File: config.mk
export PLATFORM = sky130hd
export DESIGN_NAME = buf_scan_arb
export DESIGN_NICKNAME = d
export VERILOG_FILES = /design/src/rtl/bscan_pkg.sv /design/src/rtl/bscan_pick.sv /design/src/rtl/bscan_ctrl.sv /design/src/rtl/buf_scan_arb.sv
export SDC_FILE = /design/constraint.sdc
export NUM_CORES = 1
export LEC_CHECK = 0
export BUFFER_PORTS_ARGS = -buffer_cell sky130_fd_sc_hd__buf_4
export CAP_MARGIN = 5
export CORE_MARGIN = 2
export CORE_UTILIZATION = 60
export DETAILED_ROUTE_END_ITERATION = 12
export PLACE_DENSITY = 0.81
export SYNTH_ARGS = -nofsm -noshare
export SYNTH_HDL_FRONTEND = slang
export SYNTH_SLANG_ARGS = --single-unit
File: constraint.sdc
create_clock -name clk_i -period 7.45 [get_ports clk_i]
set_input_delay 0.745 -clock clk_i [delete_from_list [all_inputs] [get_ports clk_i]]
set_output_delay 0.745 -clock clk_i [all_outputs]
set_load 0.01 [all_outputs]
File: src/rtl/bscan_pkg.sv
package bscan_pkg;
  localparam int NCH = 6;
  localparam int PW  = $clog2(NCH);

  typedef enum logic [1:0] {ST_IDLE, ST_CHAN, ST_PROG} st_e;

  // sequence position -> channel index (0-based): 1,3,2,6,4,5
  function automatic logic [PW-1:0] pos2ch(input int p);
    case (p)
      0:       pos2ch = PW'(0);
      1:       pos2ch = PW'(2);
      2:       pos2ch = PW'(1);
      3:       pos2ch = PW'(5);
      4:       pos2ch = PW'(3);
      default: pos2ch = PW'(4);
    endcase
  endfunction

  function automatic logic [PW-1:0] pos_inc(input logic [PW-1:0] p, input int k);
    int s;
    s = int'(p) + k;
    if (s >= NCH) s = s - NCH;
    pos_inc = PW'(s);
  endfunction
endpackage

File: src/rtl/bscan_pick.sv
module bscan_pick
  import bscan_pkg::*;
(
  input  logic [NCH-1:0] req_i,
  input  logic [PW-1:0]  start_i,
  output logic           hit_o,
  output logic [PW-1:0]  pos_o,
  output logic [PW-1:0]  ch_o
);
  logic [NCH-1:0] pos_req;

  // requests reordered into scan-sequence order
  for (genvar g = 0; g < NCH; g++) begin : g_perm
    assign pos_req[g] = req_i[pos2ch(g)];
  end

  always_comb begin
    hit_o = 1'b0;
    pos_o = start_i;
    for (int k = NCH - 1; k >= 0; k--) begin
      if (pos_req[pos_inc(start_i, k)]) begin
        hit_o = 1'b1;
        pos_o = pos_inc(start_i, k);
      end
    end
    ch_o = pos2ch(int'(pos_o));
  end
endmodule

File: src/rtl/bscan_ctrl.sv
module bscan_ctrl
  import bscan_pkg::*;
(
  input  logic           clk_i,
  input  logic           rst_ni,
  input  logic [NCH-1:0] chan_req_i,
  input  logic           prog_req_i,
  input  logic           word_done_i,
  input  logic           hit_i,
  input  logic [PW-1:0]  hit_pos_i,
  input  logic [PW-1:0]  hit_ch_i,
  output logic [NCH-1:0] elig_o,
  output logic [PW-1:0]  start_o,
  output logic [NCH-1:0] chan_gnt_o,
  output logic           prog_gnt_o,
  output logic           busy_o
);
  st_e           st_q, st_d;
  logic [PW-1:0] pos_q, pos_d;
  logic [PW-1:0] gch_q, gch_d;
  logic [PW-1:0] last_q, last_d;
  logic          lvld_q, lvld_d;

  // the channel just served sits out one search
  assign elig_o  = chan_req_i & ~(lvld_q ? (NCH'(1) << last_q) : '0);
  assign start_o = pos_q;

  always_comb begin
    st_d   = st_q;
    pos_d  = pos_q;
    gch_d  = gch_q;
    last_d = last_q;
    lvld_d = lvld_q;
    unique case (st_q)
      ST_IDLE: begin
        if (hit_i) begin
          st_d  = ST_CHAN;
          gch_d = hit_ch_i;
          pos_d = pos_inc(hit_pos_i, 1);
        end else if (prog_req_i) begin
          st_d   = ST_PROG;
          lvld_d = 1'b0;
        end else if (|chan_req_i) begin
          st_d  = ST_CHAN;     // only the last-served channel is asking
          gch_d = last_q;
        end
      end
      ST_CHAN: if (word_done_i) begin
        st_d   = ST_IDLE;
        last_d = gch_q;
        lvld_d = 1'b1;
      end
      default: if (word_done_i) st_d = ST_IDLE;
    endcase
  end

  always_ff @(posedge clk_i or negedge rst_ni) begin
    if (!rst_ni) begin
      st_q   <= ST_IDLE;
      pos_q  <= '0;
      gch_q  <= '0;
      last_q <= '0;
      lvld_q <= 1'b0;
    end else begin
      st_q   <= st_d;
      pos_q  <= pos_d;
      gch_q  <= gch_d;
      last_q <= last_d;
      lvld_q <= lvld_d;
    end
  end

  assign chan_gnt_o = (st_q == ST_CHAN) ? (NCH'(1) << gch_q) : '0;
  assign prog_gnt_o = (st_q == ST_PROG);
  assign busy_o     = (st_q != ST_IDLE);

  assert_gnt_excl_R5: assert property (@(posedge clk_i) disable iff (!rst_ni)
    $onehot0({chan_gnt_o, prog_gnt_o}));

  assert_gnt_hold_R4: assert property (@(posedge clk_i) disable iff (!rst_ni)
    (|chan_gnt_o && !word_done_i) |=> $stable(chan_gnt_o));

  assert_gnt_to_req_R11: assert property (@(posedge clk_i) disable iff (!rst_ni)
    (|chan_gnt_o && !(|$past(chan_gnt_o))) |-> |(chan_gnt_o & $past(chan_req_i)));

  assert_prog_to_req_R8: assert property (@(posedge clk_i) disable iff (!rst_ni)
    $rose(prog_gnt_o) |-> $past(prog_req_i));

  assert_idle_gap_R11: assert property (@(posedge clk_i) disable iff (!rst_ni)
    (busy_o && word_done_i) |=> !busy_o);
endmodule

File: src/rtl/buf_scan_arb.sv
module buf_scan_arb
  import bscan_pkg::*;
(
  input  logic           clk_i,
  input  logic           rst_ni,
  input  logic [NCH-1:0] chan_req_i,
  input  logic           prog_req_i,
  input  logic           word_done_i,
  output logic [NCH-1:0] chan_gnt_o,
  output logic           prog_gnt_o,
  output logic           busy_o
);
  logic [NCH-1:0] elig;
  logic [PW-1:0]  start, hit_pos, hit_ch;
  logic           hit;

  bscan_pick u_pick (
    .req_i   (elig),
    .start_i (start),
    .hit_o   (hit),
    .pos_o   (hit_pos),
    .ch_o    (hit_ch)
  );

  bscan_ctrl u_ctrl (
    .clk_i       (clk_i),
    .rst_ni      (rst_ni),
    .chan_req_i  (chan_req_i),
    .prog_req_i  (prog_req_i),
    .word_done_i (word_done_i),
    .hit_i       (hit),
    .hit_pos_i   (hit_pos),
    .hit_ch_i    (hit_ch),
    .elig_o      (elig),
    .start_o     (start),
    .chan_gnt_o  (chan_gnt_o),
    .prog_gnt_o  (prog_gnt_o),
    .busy_o      (busy_o)
  );

  assert_busy_R10: assert property (@(posedge clk_i) disable iff (!rst_ni)
    $rose(busy_o) |-> (|chan_gnt_o || prog_gnt_o));
endmodule

Word-level counts from Yosys, hierarchy flattened
Cells that the tools add are included.
- bits in registers: 12
- order comparisons: 13
- muxes and demuxes: 46
- add/subtract/negate cells: 13
- bitwise logic cells: 2
- reduce and logical (&&, ||, !) cells: 12
- shift-type cells: 2
- equal/unequal tests: 11
- operators by type and width (kind ; number):
    $mux 3 ; 16
    $ge 4x3->1 const B ; 6
    $lt 3x4->1 const B ; 6
    $bmux 1 s3 ; 6
    $mux 1 ; 15
    $pmux 3 s5 ; 1
    $sub 3x2->3 const B ; 5
    $mux 6 ; 2
    $shl 1x3->6 const A ; 2
    $mux 2 ; 5
    $add 3x1->4 const B ; 2
    $add 3x2->4 const B ; 2
    $add 3x3->4 const B ; 2
    $reduce_bool 2->1 ; 4
    $and 6x6->6 ; 1
    $eq 3x2->1 const B ; 2
    $ne 2x2->1 const B ; 3
    $not 6->6 ; 1
    $reduce_and 2->1 ; 3
    $reduce_or 6->1 ; 1
    $sub 3x3->3 const B ; 2
    $ne 4x3->1 const B ; 1
    $reduce_and 4->1 ; 1
    $eq 3x1->1 const B ; 1
    9 further kinds ; 9

Longest topological paths before layout
Gate-level depths: netlist (run 1).
- depth after elaboration: 15
- depth in mapped cells: 16
- gate-level depth less buffers: 15

Hierarchy
Synthesis (run 1) repeated with hierarchy kept, for this count alone.
- cells, all modules: 215
- area, all modules: 1761.7 µm²
- modules (own cells, without submodules) (module ; area each (µm²) ; times used ; cells an instance ; seq. area each (µm²)):
    bscan_pick ; 982.2 ; 1 ; 126 ; 0.0
    bscan_ctrl ; 779.5 ; 1 ; 89 ; 300.3

Worst setup path after synthesis (run 1)
No wires, ideal clock.
- kind: reg2reg
- start: register u_ctrl.pos_q[0] (netlist: u_ctrl.start_o[0])
- end: register u_ctrl.pos_q[1] (netlist: u_ctrl.start_o[1])
- setup time: 0.137 ns
- data arrival time: 3.531 ns
- stages on the path, launching flop included: 17
- period minus slack after synthesis: 3.668 ns
- path slack: 3.782 ns
- required time: 7.313 ns
- path buffers: 1
- cells stage by stage: dfrtp_1 -> buf_2 -> inv_1 -> ha_1 -> nor2b_1 -> or4_1 -> and3b_1 -> o31ai_1 -> a41oi_1 -> o21ai_1 -> xnor2_1 -> inv_1 -> ha_1 -> ha_1 -> nor3b_1 -> a311oi_1 -> a22oi_1
- longest elaborated chain between the ends: 14
- elaborated cells on any way between the ends: 52
- ends and longest elaborated chain (element ; RTL line ; text):
    start: declaration ; bscan_ctrl.sv:19 ; logic [PW-1:0] pos_q, pos_d;
    start signal: assignment ; bscan_ctrl.sv:66 ; pos_q <= pos_d;
    $add 3x3->4 ; bscan_pkg.sv:21 ; s = int'(p) + k;
    $ge 4x3->1 / $sub 3x3->3 (equally long branches) ; bscan_pkg.sv:22 ; if (s >= NCH) s = s - NCH;
    $mux 3 ; bscan_pkg.sv:22 ;
    $bmux 1 s3 ; bscan_pick.sv:21 ; if (pos_req[pos_inc(start_i, k)]) begin
    $mux 1 (not written as such) ; bscan_pick.sv:21 ;
    $mux 3 (6 in a row) ; bscan_pick.sv:21 ;
    $add 3x1->4 ; bscan_pkg.sv:21 ;
    $ge 4x3->1 / $sub 3x2->3 (equally long branches) ; bscan_pkg.sv:22 ;
    $mux 3 ; bscan_pkg.sv:22 ;
Several ways; a longest one is shown, not always the timed one. The select of a mux whose other input is x is not followed.
A chain may end at the register's enable or synchronous reset.

Worst setup path in the final report (run 1)
Same ends and word-level chain as after synthesis.

==> results.py, run 1 <==
metrics = {
    "status": {
        "status": "finished clean",
    },
    "global_routing": {
        "grt-ovfl-total": 0,
        "grt_first_pass_wirelength_um": 7907,
        "grt_max_degree": 25,
        "grt_usage_pct": 29.66,
        "grt_antenna_before_repair": 0,
        "grt_pass1_vias": 1710,
    },
    "clocking": {
        "htree_levels": 1,
        "cts_setup_buffers": 0,
        "cts_tree": "yes",
        "cts_hold_buf": 0,
        "cts_max_path_buffers": 2,
        "clk_pin_slew_ns": 0.07,
        "cts.sinks": 12,
        "cts_resized": 0,
        "root_buffer": "clkbuf_4",
        "insertion_delay_ns": 0.26,
        "cts_buffers": 3,
    },
    "die": {
        "dieArea_sq_um": 3356,
        "core_area_sq_um": 2758,
        "die_h_um": 57.94,
        "die_w_um": 57.94,
        "start_util_pct": 63.29,
        "io-pin-count": 18,
        "std_cell_rows": 19,
    },
    "timing": {
        "fmaxAchievable_mhz": 213.5,
        "fin_crit_sh_pct": 62.86,
        "slew_headroom_pct": 37.71,
        "final.setup_skew_ns": 0.005273,
        "setup_violations": 0,
        "hold_violations": 0,
        "fin_crit_ns": 4.683,
        "tightest_slew_ns": 0.9314,
        "maxSlewViolCount": 0,
        "fin_ws_ns": 2.767,
        "setup-tns-final_ns": 0,
        "rsz0062_at_grt": "false",
    },
    "worst_setup_path": {
        "path_common_cell": "ha_1",
        "startpoint_type": "flip-flop",
        "reg2reg_to": "u_ctrl.start_o[1]",
        "cp.required_ns": 7.57,
        "timing_worst_setup_path_type": "flip-flop to flip-flop",
        "path_max_fanout": 24,
        "r2r_cells": 15,
        "r2r-start": "u_ctrl.start_o[0]",
        "arrival_ns": 4.81,
        "crit_chain": "inv_1 -> ha_1 -> nor2b_1 -> or4_1 -> and3b_1 -> o31ai_1 -> a41oi_1 -> o21ai_1 -> xnor2_1 -> inv_1 -> ha_1 -> ha_1 -> nor3b_1 -> a311oi_1 -> a22oi_1",
        "crit_slowest_cell": "dfrtp_1",
        "critical_path.max_stage_delay_ns": 0.81,
        "rrSetupSlack_ns": 2.77,
        "crit_path_end_kind": "flip-flop",
    },
    "synthesis": {
        "async_flop_share_pct": 100.0,
        "synth_adder_area_share_pct": 10.04,
        "synth_compound_area_share_pct": 27.10,
        "synth_top_cell_by_area": "dfrtp_1",
        "synth_top_area_share_pct": 17.20,
        "synth_xor_xnor_area_share_pct": 4.516,
        "syn_nets": 237,
        "ys.flop_type": "dfrtp_1",
        "synthCells": 213,
        "yosysSeqAreaShare_pct": 17.20,
        "yosys.area_share.simple_pct": 31.76,
        "synthMuxAreaShare_pct": 4.946,
        "ys_top_cells_by_area": "dfrtp_1, ha_1, o21ai_0",
        "syn_avg_cell_area_sq_um": 8.194,
        "synth-seq-cells": 12,
        "ys_types": 61,
        "ys_warn_count": 0,
        "synth_top_family_by_area": "simple AND/OR/NAND/NOR gates",
        "synth-edff-count": 0,
        "synth_area_sq_um": 1745,
    },
    "layout": {
        "fin_cells": 258,
        "nNetsFinal": 253,
        "fin_util_pct": 69.10,
        "antenna_cells": 0,
        "syn_to_final_growth_pct": 9.176,
        "fillCellCount": 235,
        "regArea_sq_um": 300.3,
        "layout_common_cells": "nand2_1, buf_4, nor2_1",
        "drive_gt1_share_pct": 18.06,
        "multi_input_area_sq_um": 1368,
    },
    "routing": {
        "vias": 1801,
        "routedWlPerCell_um": 18.29,
        "route.detailed.drc": 0,
        "wirelength_um": 4718,
        "firstDrtPassIters": 6,
        "via_per_inst": 6.981,
        "ant_nets": 0,
        "drtIter0Drc": 179,
    },
    "placed_design": {
        "routabilityCongestion": 0.9698,
        "numPortBuffers": 17,
        "dp.final_hpwl_um": 3588,
        "place_ws_ns": 2.877,
        "dp_cells": 255,
    },
    "min_path": {
        "hold_class": "input port to async pin",
    },
    "job": {
        "drv_cap": 0,
    },
}
## final cells by class
cell class / count / share of cell area [%]
flip-flops and latches: 12 / 15.76
repair buffers: 17 / 6.697
multi-input cells: 182 / 71.77
clock buffers: 3 / 1.182
inverters: 13 / 2.561
well taps: 31 / 2.035
## flip-flops by register name (all words and copies together) (netlist names)
signal / count
u_ctrl.last_q: 3
u_ctrl.st_q: 2
u_ctrl.start_o: 3
u_ctrl.lvld_q: 1
u_ctrl.gch_q: 3
## how the worst max path moves through the flow
stage / startpoint / slack [ns] / end / cells after the start
after floorplan: u_ctrl.start_o[0] / 3.78 / u_ctrl.start_o[1] / 16
after global placement: u_ctrl.start_o[0] / 3.19 / u_ctrl.start_o[1] / 15
after detailed placement: u_ctrl.start_o[0] / 2.88 / u_ctrl.start_o[1] / 15
after CTS: u_ctrl.start_o[0] / 2.85 / u_ctrl.start_o[1] / 15
after global routing: u_ctrl.start_o[0] / 2.31 / u_ctrl.start_o[1] / 15
final: u_ctrl.start_o[0] / 2.77 / u_ctrl.start_o[1] / 15
## through the flow
| stage | hold WS, ns | area, sq um |
|---|---|---|
| floorplan | 0.4494 | 1745 |
| global route | 0.3059 | 1906 |
| finish | 0.3049 | 1906 |
| detailed placement | 0.5700 | 1883 |
| global placement | 0.5753 | 1883 |
| CTS | 0.3021 | 1906 |
## layer usage
layer	up-vias	GRT usage (%)	part of all wire [%]
met4	0	8.638	1.1
met5	-	0	0
li1	846	-	-
met3	6	5.804	10
met2	95	46.92	45
met1	854	41.20	44
## critical path: cells and delay by family (launching register included)
family | cells | cell delay, ns
compound gates | 5 | 1.18
xor+xnor | 1 | 0.26
fa+ha+maj | 3 | 0.92
buf+inv | 2 | 0.43
flops | 1 | 0.81
simple gates | 4 | 0.94
## kinds of logic (layout without fill, tap and decap cells)
family | after synthesis | after routing
simple gates | 88 | 88
compound gates | 64 | 64
buf+inv | 19 | 33
fa+ha+maj | 14 | 14
flops | 12 | 12
xor+xnor | 9 | 9
mux | 7 | 7
## synth_stat cells (all sizes together), types with 2 or more instances
master   instances
and4b            2
mux2i            4
or4              4
buf              5
and3b            2
a31oi            2
ha              14
nand4            3
a2111oi          2
mux2             3
nor4             2
a21oi            9
xor2             3
inv             13
or3              3
nand4b           5
and4bb           2
o32ai            6
nor2            16
and2             6
a32o             2
xnor2            6
nor3             7
nor3b            4
nand2           17
a31o             2
nor4b            2
a22oi            3
nor2b            2
o31ai            6
nand3            6
a21boi           2
o21a             2
o21ai           18
dfrtp           12
Power of run 1 is not shown: default switching activity piles up to over one toggle a cycle in this logic, so the estimate is an artifact.
==> inputs of run 2 (changes only) <==
- ABC_AREA: not set -> 1
- CORE_UTILIZATION: 60 -> 59
- PLACE_DENSITY: 0.81 -> 0.8
- clock period: 7.45 -> 4.8 ns (I/O delays scaled with it)
==> run 2 against run 1 <==
Against the previous run: routed wire length shrank 16%; non-clock buffer count is the same; utilization shrank 1.0 points; area after synthesis shrank 2.5%; critical path type unchanged; critical endpoint unchanged.
==> results.py, run 2 <==
metrics = {
    "placed_design": {
        "dp.final_hpwl_um": 3292,
        "routabilityCongestion": 0.9264,
        "place_ws_ns": 1.186,
        "placed_area_sq_um": 1841,
        "numPortBuffers": 17,
        "dp_cells": 325,
    },
    "worst_setup_path": {
        "startpoint_type": "flip-flop",
        "crit_path_start": "u_ctrl.start_o[0]",
        "path_max_fanout": 15,
        "arrival_ns": 3.88,
        "crit_path_end_kind": "flip-flop",
        "rrSetupSlack_ns": 1.12,
        "timing.critical_path.to": "u_ctrl.start_o[1]",
        "cp.required_ns": 5.01,
        "r2r-start": "u_ctrl.start_o[0]",
        "r2r_cells": 19,
        "timing_worst_setup_path_type": "flip-flop to flip-flop",
        "reg2reg_to": "u_ctrl.start_o[1]",
    },
    "timing": {
        "slew_headroom_pct": 61.27,
        "fmaxAchievable_mhz": 271.9,
        "setup_violations": 0,
        "maxSlewViolCount": 0,
        "setup-tns-final_ns": 0,
        "tightest_slew_ns": 0.5749,
        "final.setup_skew_ns": 0.003467,
        "hold_violations": 0,
        "fin_ws_ns": 1.122,
        "fin_crit_ns": 3.678,
        "rsz0062_at_grt": "false",
        "fin_crit_sh_pct": 76.62,
    },
    "synthesis": {
        "synthCells": 279,
        "yosysSeqAreaShare_pct": 17.65,
        "synth_most_common_cell": "nand2_1",
        "ys_top_cells_by_area": "nand2_1, dfrtp_1, nand3_1",
        "syn_nets": 303,
        "synth-edff-count": 0,
        "synth_top_cell_by_area": "nand2_1",
        "ys_types": 33,
        "synth_top_area_share_pct": 18.53,
        "ys_warn_count": 0,
        "synth_area_sq_um": 1702,
        "ys.flop_type": "dfrtp_1",
        "synth_common_cells": "nand2_1, nand3_1, inv_1",
        "syn_avg_cell_area_sq_um": 6.099,
        "async_flop_share_pct": 100.0,
        "synth-seq-cells": 12,
    },
    "global_routing": {
        "grt_util_met2_pct": 47.89,
        "grt_antenna_before_repair": 0,
        "busiest_layer": "met2",
        "globalRouteMet3Util_pct": 2.455,
        "met1_usage_pct": 31.47,
        "grt_pass1_vias": 1624,
        "grt_max_degree": 16,
        "grt_usage_pct": 26.32,
        "grt-ovfl-total": 0,
        "grt_first_pass_wirelength_um": 6893,
    },
    "die": {
        "dieArea_sq_um": 3330,
        "start_util_pct": 61.71,
        "io-pin-count": 18,
        "die_w_um": 57.71,
        "core_area_sq_um": 2758,
        "std_cell_rows": 19,
        "die_h_um": 57.71,
    },
    "clocking": {
        "root_buffer": "clkbuf_4",
        "cts.sinks": 12,
        "clk_pin_slew_ns": 0.08,
        "insertion_delay_ns": 0.27,
        "cts_setup_buffers": 0,
        "cts_hold_buf": 0,
        "htree_levels": 1,
        "cts_tree": "yes",
        "cts_max_path_buffers": 2,
        "cts_resized": 0,
        "cts_buffers": 3,
    },
    "layout": {
        "fin_cells": 329,
        "layout_common_cells": "nand2_1, nand3_1, inv_1",
        "layout_commonest_cell": "nand2_1",
        "syn_to_final_growth_pct": 10.29,
        "antenna_cells": 0,
        "drive_gt1_share_pct": 16.78,
        "nNetsFinal": 323,
        "final_area_sq_um": 1877,
        "fillCellCount": 257,
    },
    "status": {
        "status": "finished clean",
    },
    "routing": {
        "firstDrtPassIters": 4,
        "via_per_inst": 5.310,
        "vias": 1747,
        "drtIter0Drc": 79,
        "ant_nets": 0,
        "wirelength_um": 3968,
        "routedWlPerCell_um": 12.06,
        "route.detailed.drc": 0,
    },
    "job": {
        "drv_cap": 0,
    },
    "min_path": {
        "hold_class": "input port to async pin",
    },
}
-- run 2: final cells by class --
cell class / count / area (sq um) / share of cell area [%]
repair buffers: 17 / 127.6 / 6.800
inverters: 40 / 177.7 / 9.467
clock buffers: 4 / 36.28 / 1.933
multi-input cells: 225 / 1196 / 63.73
flip-flops and latches: 12 / 300.3 / 16.00
well taps: 31 / 38.79 / 2.067
-- run 2: worst min path at each step --
stage,start,endpoint
CTS,rst_ni,u_ctrl.last_q[1]
detailed placement,rst_ni,u_ctrl.gch_q[0]
finish,rst_ni,u_ctrl.st_q[0]
floorplan,rst_ni,u_ctrl.gch_q[0]
global route,rst_ni,u_ctrl.last_q[1]
global placement,rst_ni,u_ctrl.gch_q[0]
-- run 2: through the flow --
| step | util, % | hold slack, ns |
|---|---|---|
| after floorplan | - | 0.1844 |
| after global placement | 66.74 | 0.3257 |
| after detailed placement | 66.74 | 0.3254 |
| after CTS | 68.06 | 0.02620 |
| after global routing | 68.06 | 0.03602 |
| final | 68.06 | 0.02765 |
-- run 2: logic make-up (layout without fill, tap and decap cells) --
kind of cell,after synthesis,after routing,synth area share [%]
simple gates,175,175,46.03
buf+inv,42,61,12.06
compound gates,33,33,12.43
fa+ha+maj,14,14,10.29
flops,12,12,17.65
xor+xnor,3,3,1.544
-- run 2: critical path: stages, from the launching register on --
cell	delay, ns
dfrtp_1	0.64
bufinv_16	0.24
ha_1	0.40
o21bai_1	0.22
nand2_1	0.09
nand2_1	0.08
nand2_1	0.12
nand2_1	0.10
nand3_1	0.07
nand2_1	0.11
nor2_1	0.06
o21ai_1	0.23
nand2_1	0.09
nand2_1	0.08
nand2_2	0.10
ha_1	0.22
ha_1	0.28
o21ai_0	0.18
o21ai_0	0.14
a21oi_2	0.14
-- run 2: per-layer routing --
layer  vias to the layer above  routed length [um]
met2                        40                1994
met4                         0                 127
met5                         -                   0
li1                        930                   -
met3                        12                 125
met1                       765                1721
Power of run 2 is left out for the same reason.
